--- src/rtl/qbp_pkg.sv ---
package qbp_pkg;

    typedef enum logic [1:0] {
        OP_LOAD = 2'b00,
        OP_AND  = 2'b01,
        OP_OR   = 2'b10,
        OP_XOR  = 2'b11
    } wr_op_e;

endpackage

--- src/rtl/qbp_latch.sv ---
module qbp_latch
    import qbp_pkg::*;
#(
    parameter int W = 8
) (
    input  logic         clk,
    input  logic         rst_n,
    input  logic         wr_i,
    input  wr_op_e       op_i,
    input  logic [W-1:0] data_i,
    output logic [W-1:0] latch_o
);

    localparam logic [W-1:0] RELEASED = '1;

    typedef struct packed {
        logic [W-1:0] bits;
    } state_t;

    state_t st_d, st_q;

    // The operation always starts from the stored bits, never from the pins.
    always_comb begin
        st_d = st_q;
        if (wr_i) begin
            case (op_i)
                OP_LOAD: st_d.bits = data_i;
                OP_AND:  st_d.bits = st_q.bits & data_i;
                OP_OR:   st_d.bits = st_q.bits | data_i;
                OP_XOR:  st_d.bits = st_q.bits ^ data_i;
                default: st_d.bits = st_q.bits;
            endcase
        end
    end

    always_ff @(posedge clk or negedge rst_n) begin
        if (!rst_n) st_q <= '{bits: RELEASED};
        else        st_q <= st_d;
    end

    assign latch_o = st_q.bits;

    assert_hold_no_write_R2: assert property (@(posedge clk) disable iff (!rst_n)
        !$past(wr_i) |-> $stable(latch_o));

    assert_load_R2: assert property (@(posedge clk) disable iff (!rst_n)
        ($past(wr_i) && $past(op_i) == OP_LOAD) |-> latch_o == $past(data_i));

    assert_rmw_or_R10: assert property (@(posedge clk) disable iff (!rst_n)
        ($past(wr_i) && $past(op_i) == OP_OR) |-> latch_o == ($past(latch_o) | $past(data_i)));

endmodule

--- src/rtl/qbp_pin_resolve.sv ---
module qbp_pin_resolve #(
    parameter int           W       = 8,
    parameter logic [W-1:0] OD_MASK = '0
) (
    input  logic         clk,
    input  logic         rst_n,
    input  logic [W-1:0] latch_i,
    input  logic [W-1:0] ext_en_i,
    input  logic [W-1:0] ext_val_i,
    input  logic [W-1:0] ext_pu_i,
    output logic [W-1:0] level_o,
    output logic [W-1:0] known_o
);

    for (genvar i = 0; i < W; i++) begin : g_pin
        logic sink_low;
        logic src_high;

        // Either the stored 0 or an outside 0 wins against any pull-up.
        assign sink_low = ~latch_i[i] | (ext_en_i[i] & ~ext_val_i[i]);

        if (OD_MASK[i]) begin : g_open_drain
            assign src_high = (ext_en_i[i] & ext_val_i[i]) | ext_pu_i[i];
        end else begin : g_pulled
            assign src_high = 1'b1;
        end

        assign level_o[i] = ~sink_low & src_high;
        assign known_o[i] = sink_low | src_high;
    end

    assert_stored_zero_low_R3: assert property (@(posedge clk) disable iff (!rst_n)
        !(|(~latch_i & level_o)));

    assert_follow_drive_R4: assert property (@(posedge clk) disable iff (!rst_n)
        &(~(latch_i & ext_en_i) | ~(level_o ^ ext_val_i)));

    assert_pulled_known_R5: assert property (@(posedge clk) disable iff (!rst_n)
        &(known_o | OD_MASK));

endmodule

--- src/rtl/qbp_readback.sv ---
module qbp_readback #(
    parameter int W = 8
) (
    input  logic         clk,
    input  logic         rst_n,
    input  logic         rd_pin_i,
    input  logic         rd_latch_i,
    input  logic [W-1:0] pin_level_i,
    input  logic [W-1:0] latch_i,
    output logic [W-1:0] rd_data_o
);

    typedef struct packed {
        logic [W-1:0] data;
    } state_t;

    state_t st_d, st_q;

    // The stored-bit path takes priority when both strobes arrive together.
    always_comb begin
        st_d = st_q;
        if (rd_latch_i)    st_d.data = latch_i;
        else if (rd_pin_i) st_d.data = pin_level_i;
    end

    always_ff @(posedge clk or negedge rst_n) begin
        if (!rst_n) st_q <= '{data: '0};
        else        st_q <= st_d;
    end

    assign rd_data_o = st_q.data;

    assert_pin_read_R7: assert property (@(posedge clk) disable iff (!rst_n)
        ($past(rd_pin_i) && !$past(rd_latch_i)) |-> rd_data_o == $past(pin_level_i));

    assert_latch_read_R8: assert property (@(posedge clk) disable iff (!rst_n)
        $past(rd_latch_i) |-> rd_data_o == $past(latch_i));

    assert_idle_hold_R9: assert property (@(posedge clk) disable iff (!rst_n)
        (!$past(rd_pin_i) && !$past(rd_latch_i)) |-> $stable(rd_data_o));

endmodule

--- src/rtl/qbp_port.sv ---
module qbp_port
    import qbp_pkg::*;
#(
    parameter int               PORT_W          = 8,
    parameter logic [PORT_W-1:0] OPEN_DRAIN_MASK = 8'h0F
) (
    input  logic              clk,
    input  logic              rst_n,
    input  logic              wr_i,
    input  logic [1:0]        wr_op_i,
    input  logic [PORT_W-1:0] wr_data_i,
    input  logic              rd_pin_i,
    input  logic              rd_latch_i,
    output logic [PORT_W-1:0] rd_data_o,
    input  logic [PORT_W-1:0] ext_drv_en_i,
    input  logic [PORT_W-1:0] ext_drv_val_i,
    input  logic [PORT_W-1:0] ext_pullup_i,
    output logic [PORT_W-1:0] pin_level_o,
    output logic [PORT_W-1:0] pin_known_o
);

    logic [PORT_W-1:0] latch_w;
    logic [PORT_W-1:0] level_w;

    qbp_latch #(.W(PORT_W)) u_latch (
        .clk     (clk),
        .rst_n   (rst_n),
        .wr_i    (wr_i),
        .op_i    (wr_op_e'(wr_op_i)),
        .data_i  (wr_data_i),
        .latch_o (latch_w)
    );

    qbp_pin_resolve #(.W(PORT_W), .OD_MASK(OPEN_DRAIN_MASK)) u_resolve (
        .clk       (clk),
        .rst_n     (rst_n),
        .latch_i   (latch_w),
        .ext_en_i  (ext_drv_en_i),
        .ext_val_i (ext_drv_val_i),
        .ext_pu_i  (ext_pullup_i),
        .level_o   (level_w),
        .known_o   (pin_known_o)
    );

    qbp_readback #(.W(PORT_W)) u_readback (
        .clk         (clk),
        .rst_n       (rst_n),
        .rd_pin_i    (rd_pin_i),
        .rd_latch_i  (rd_latch_i),
        .pin_level_i (level_w),
        .latch_i     (latch_w),
        .rd_data_o   (rd_data_o)
    );

    assign pin_level_o = level_w;

endmodule

--- config.mk ---
export PLATFORM = sky130hd
export DESIGN_NAME = qbp_port
export DESIGN_NICKNAME = d
export VERILOG_FILES = /design/src/rtl/qbp_pkg.sv /design/src/rtl/qbp_latch.sv /design/src/rtl/qbp_pin_resolve.sv /design/src/rtl/qbp_readback.sv /design/src/rtl/qbp_port.sv
export SDC_FILE = /design/constraint.sdc
export NUM_CORES = 1
export LEC_CHECK = 0
export BUFFER_PORTS_ARGS = -buffer_cell sky130_fd_sc_hd__buf_4
export CAP_MARGIN = 0
export CORE_ASPECT_RATIO = 1.25
export CORE_MARGIN = 2
export CORE_UTILIZATION = 42
export DETAILED_ROUTE_END_ITERATION = 16
export PLACE_DENSITY_LB_ADDON = 0.3
export SLEW_MARGIN = 0
export SYNTH_ARGS = -nofsm -noshare
export SYNTH_HDL_FRONTEND = slang
export SYNTH_SLANG_ARGS = --single-unit
export TNS_END_PERCENT = 20
--- constraint.sdc ---
create_clock -name clk -period 1.2 [get_ports clk]
set_input_delay 0.24 -clock clk [delete_from_list [all_inputs] [get_ports clk]]
set_output_delay 0.24 -clock clk [all_outputs]
set_load 0.01 [all_outputs]
**After elaboration in Yosys (flattened, before gate mapping)**

Index checks and enable logic that the tools add are counted.

- Input port bits: 39
- Logic and storage cells: 69
- Register bits after elaboration: 16

- Reductions and logical operators: 2
- Bitwise gates (word level): 59
- Mux-type cells: 3
- Equality and inequality tests: 3

Operator list:

| cell | number |
|---|---|
| 8-bit one-hot mux with 4 select lines | 1 |
| 1-bit NOT | 24 |
| 1-bit AND | 16 |
| 8-bit two-way mux | 2 |
| 1-bit OR | 16 |
| 8-bit AND | 1 |
| 8-bit OR | 1 |
| 8-bit bitwise XOR | 1 |
| 2-bit == test, second input constant | 2 |
| 2-bit by 1-bit == test with 1-bit output, second input constant | 1 |
| 2-bit logical NOT | 1 |
| 2-bit nonzero test | 1 |

**Longest topological paths before layout**

- Depth after elaboration: 7
- Depth in mapped cells: 5

**Cells and area by module**

A second synthesis with hierarchy kept.

- Cells, all modules: 139
- Area, all modules: 1382.6 um^2

By module, submodules not included:

| module | cells an instance | seq. area each (um^2) | instances | area an instance (um^2) |
|---|---|---|---|---|
| qbp_latch | 79 | 210.2 | 1 | 832.0 |
| qbp_readback | 34 | 200.2 | 1 | 372.9 |
| qbp_pin_resolve | 26 | 0.0 | 1 | 177.7 |

**Worst setup path before layout**

OpenSTA, ideal clock, no wires.

- Path kind: register to output
- Start point: register u_latch.st_q, in the netlist u_latch.latch_o[0]
- End point: output pin_known_o[0]
- Cell stages (with the launch flop): 3
- Buffers on the path: 0
- Setup slack: -28 ps
- Arrival time: 988 ps
- Cell sequence: dfstp_2 > inv_1 > or3_1

- Word-level cells in the longest chain between the ends: 3

RTL lines:

| element | line | source |
|---|---|---|
| start: declaration | qbp_latch.sv:20 | `state_t st_d, st_q;` |
| start signal: assignment | qbp_latch.sv:37 | `if (!rst_n) st_q <= '{bits: RELEASED};` |
| start signal: assignment | qbp_latch.sv:38 | `else st_q <= st_d;` |
| 1-bit NOT | qbp_pin_resolve.sv:20 | `assign sink_low = ~latch_i[i] \| (ext_en_i[i] & ~ext_val_i[i]);` |
| 1-bit OR | qbp_pin_resolve.sv:20 |  |
| 1-bit OR | qbp_pin_resolve.sv:29 | `assign known_o[i] = sink_low \| src_high;` |
| end: declaration | qbp_port.sv:19 | `output logic [PORT_W-1:0] pin_known_o` |

No other way between the ends.

**Worst setup path after layout**

Same ends and word-level chain as after synthesis.

==> metrics.yaml <==
finish:
  fill_cells: 247
  stdcell_area_um2: 1992
  layout_commonest_cell: "buf_4"
  area_delta_synth_final_pct: 50.76
  fin_nets: 268
  diodes: 0
  drive_gt1_share_pct: 52.36
  most-common-layout-cells: "buf_4 (63), ha_1 (15), inv_1 (12)"
worst_setup_path:
  cp_top_family: "flip-flops"
  crit_buf_inv: 2
  critPathCaptureType: "output pin"
  cp_data_arrival_time_ns: 1.33
  critical_path.max_stage_delay_ns: 0.55
  cp.required_ns: 0.96
  cp_slowest_cell: "dfstp_2"
  cp_max_fo: 3
  startpoint_type: "flop"
  critPathKind: "reg2out"
  cp_cell_sequence: "inv_2 -> or3_4 -> buf_6"
global_routing:
  first_global_vias: 1289
  grt.overflow.total: 0
  antenna_found_initial: 0
  grt_max_degree: 25
  grt_usage_pct: 19.78
  grt_pass1_wl_mm: 5.361
sta:
  hold_viol: 0
  rsz0062_at_grt: "true"
  finalSetupTns_ns: -3.535
  whs_ns: 0.1718
  fmax_mhz: 635.6
  fin_skew_ns: 0.003825
  maxSlewViolCount: 0
  worst_pin_slew_ns: 0.5876
  fin_ws_ns: -0.3734
  fin_crit_ns: 1.573
  max-slew-margin-rel_pct: 60.75
  finalCritPeriodShare_pct: 131.1
  setup_viol: 18
place:
  gp_congestion: 0.7736
  preCtsSetupSlack_ns: -0.1522
  port_buffers: 54
  hpwl_mm: 2.445
  place_area_um2: 1841
cts:
  htree_levels: 1
  cts_tree: "yes"
  cts_root_buffer: "clkbuf_4"
  worstSkewPairLatency_ns: 0.29
  cts_made_buffers: 3
  cts_max_path_buffers: 2
  cts.sinks: 16
  path_clk_slew_ns: 0.10
outcome:
  violations: "setup timing"
  status: "finished, violations left"
drt:
  dr.pass1.iters: 4
  drt-initial-drc-count: 28
  wire_per_inst_um: 12.90
  via_per_inst: 5.145
  vias: 1276
  drt.antenna.violating_nets: 0
  drc: 0
  wirelength_mm: 3.198
floorplanning:
  coreArea_um2: 2973
  dieHeight_um: 66.71
  initial_core_util_pct: 44.44
  rows: 22
  dieArea_um2: 3613
  ios: 63
  die_w_um: 54.17
power:
  power.leakage_nw: 1.014
  p_int_w: 0.001277
  pwr-share-clk_pct: 16.6
  switching_share_pct: 32.52
  power_frac_comb_pct: 46.1
  seqPwrFrac_pct: 37.4
  p_switching_w: 0.0006156
  ir_drop_uv: 744.6
  powerDensity_nw_per_um2: 950.3
  power_w: 0.001893
logic_synthesis:
  synth-seq-area-share_pct: 31.06
  synth_edf_count: 0
  synth-seq-cells: 16
  synthCells: 143
  yosys.area.top_type: "dfstp_2"
  synth.distinct_cells: 24
  async_flop_share_pct: 100.0
  synth.top_cell.area_share_pct: 15.91
  syn_area_um2: 1321
  synthFlopType: "dfstp_2"
  synth_area_per_cell_um2: 9.240
  ys_top_cells_by_area: "dfstp_2 (16%), dfrtp_1 (15%), ha_1 (15%)"
  yosysWarnings: 0
flow_run:
  maxCapViolCount: 0
hold_path:
  min_path_type: "in2reg"
[metrics by stage]
step	instances	util (%)
floorplan	146	-
global placement	241	61.91
detailed placement	241	61.91
CTS	247	66.04
global route	248	67.00
finish	248	67.00
[kinds of logic (layout without fill, tap and decap cells)]
kind of cell / Yosys count / in the layout / synth area share (%)
other cells: 1 / 4 / 0.2838
buf+inv: 27 / 93 / 10.79
compound gates: 32 / 32 / 17.42
fa+ha+maj: 16 / 16 / 15.15
simple gates: 39 / 39 / 14.30
mux: 12 / 12 / 10.98
flops: 16 / 16 / 31.06
[cells in the mapped netlist, types with 5 or more instances]
| library cell | count |
|---|---|
| nor2b_1 | 5 |
| nor2_1 | 13 |
| dfstp_2 | 8 |
| buf_4 | 5 |
| a21oi_1 | 12 |
| inv_1 | 16 |
| dfrtp_1 | 8 |
| ha_1 | 16 |
| o221ai_1 | 8 |
| nand2_1 | 9 |
[final cells by class]
cell class	count	area [um2]	share of cell area [%]
clock buffer	4	26.28	1.319
inverter	16	60.06	3.015
multi-input combinational	103	865.8	43.47
sequential	16	410.4	20.60
tap	36	45.04	2.261
timing repair buffer	73	584.3	29.33
[power by group through the flow]
stage,registers (W),logic [W],clock network (W)
floorplan,0.000727,0.000370,0
global placement,0.000707,0.000744,0
detailed placement,0.000714,0.000777,0
CTS,0.000709,0.000848,0.000314
global route,0.000721,0.000960,0.000336
finish,0.000708,0.000872,0.000313
[metal layers]
layer / routed length, um / GRT usage [%] / part of all wire [%] / vias up
li1: - / - / - / 623
met1: 1357 / 24.51 / 42 / 606
met2: 1622 / 35.24 / 51 / 45
met3: 199 / 2.242 / 6.2 / 2
met4: 19 / 5.000 / 0.59 / 0
met5: 0 / 0 / 0 / -
[flip-flops by register name (all words and copies together), names as in the netlist]
register              flops
u_readback.rd_data_o      8
u_latch.latch_o           8
[path summary, 6_finish.rpt]
| kind | start | to | slack, ns | cells after the start |
|---|---|---|---|---|
| max in group asynchronous | rst_n | u_latch.latch_o[4] | 0.61 | 2 |
| worst max register to register | u_latch.latch_o[0] | u_latch.latch_o[0] | -0.28 | 6 |
| worst max-delay path | u_latch.latch_o[0] | pin_known_o[0] | -0.37 | 3 |
| min in group asynchronous | rst_n | u_readback.rd_data_o[5] | 0.34 | 2 |
| worst min-delay path | wr_i | u_latch.latch_o[3] | 0.17 | 2 |
| worst min register to register | u_readback.rd_data_o[0] | u_readback.rd_data_o[0] | 0.58 | 2 |
[timing repair]
item                                   CTS  global route
endpoints found under the hold margin    8             0
hold buffers                             1             0
resized for setup                       22             6
buffers inserted                         1             1
pin swaps                               12             0
setup endpoints to repair               20            20
Note: power is estimated with default switching activity, not from simulation.
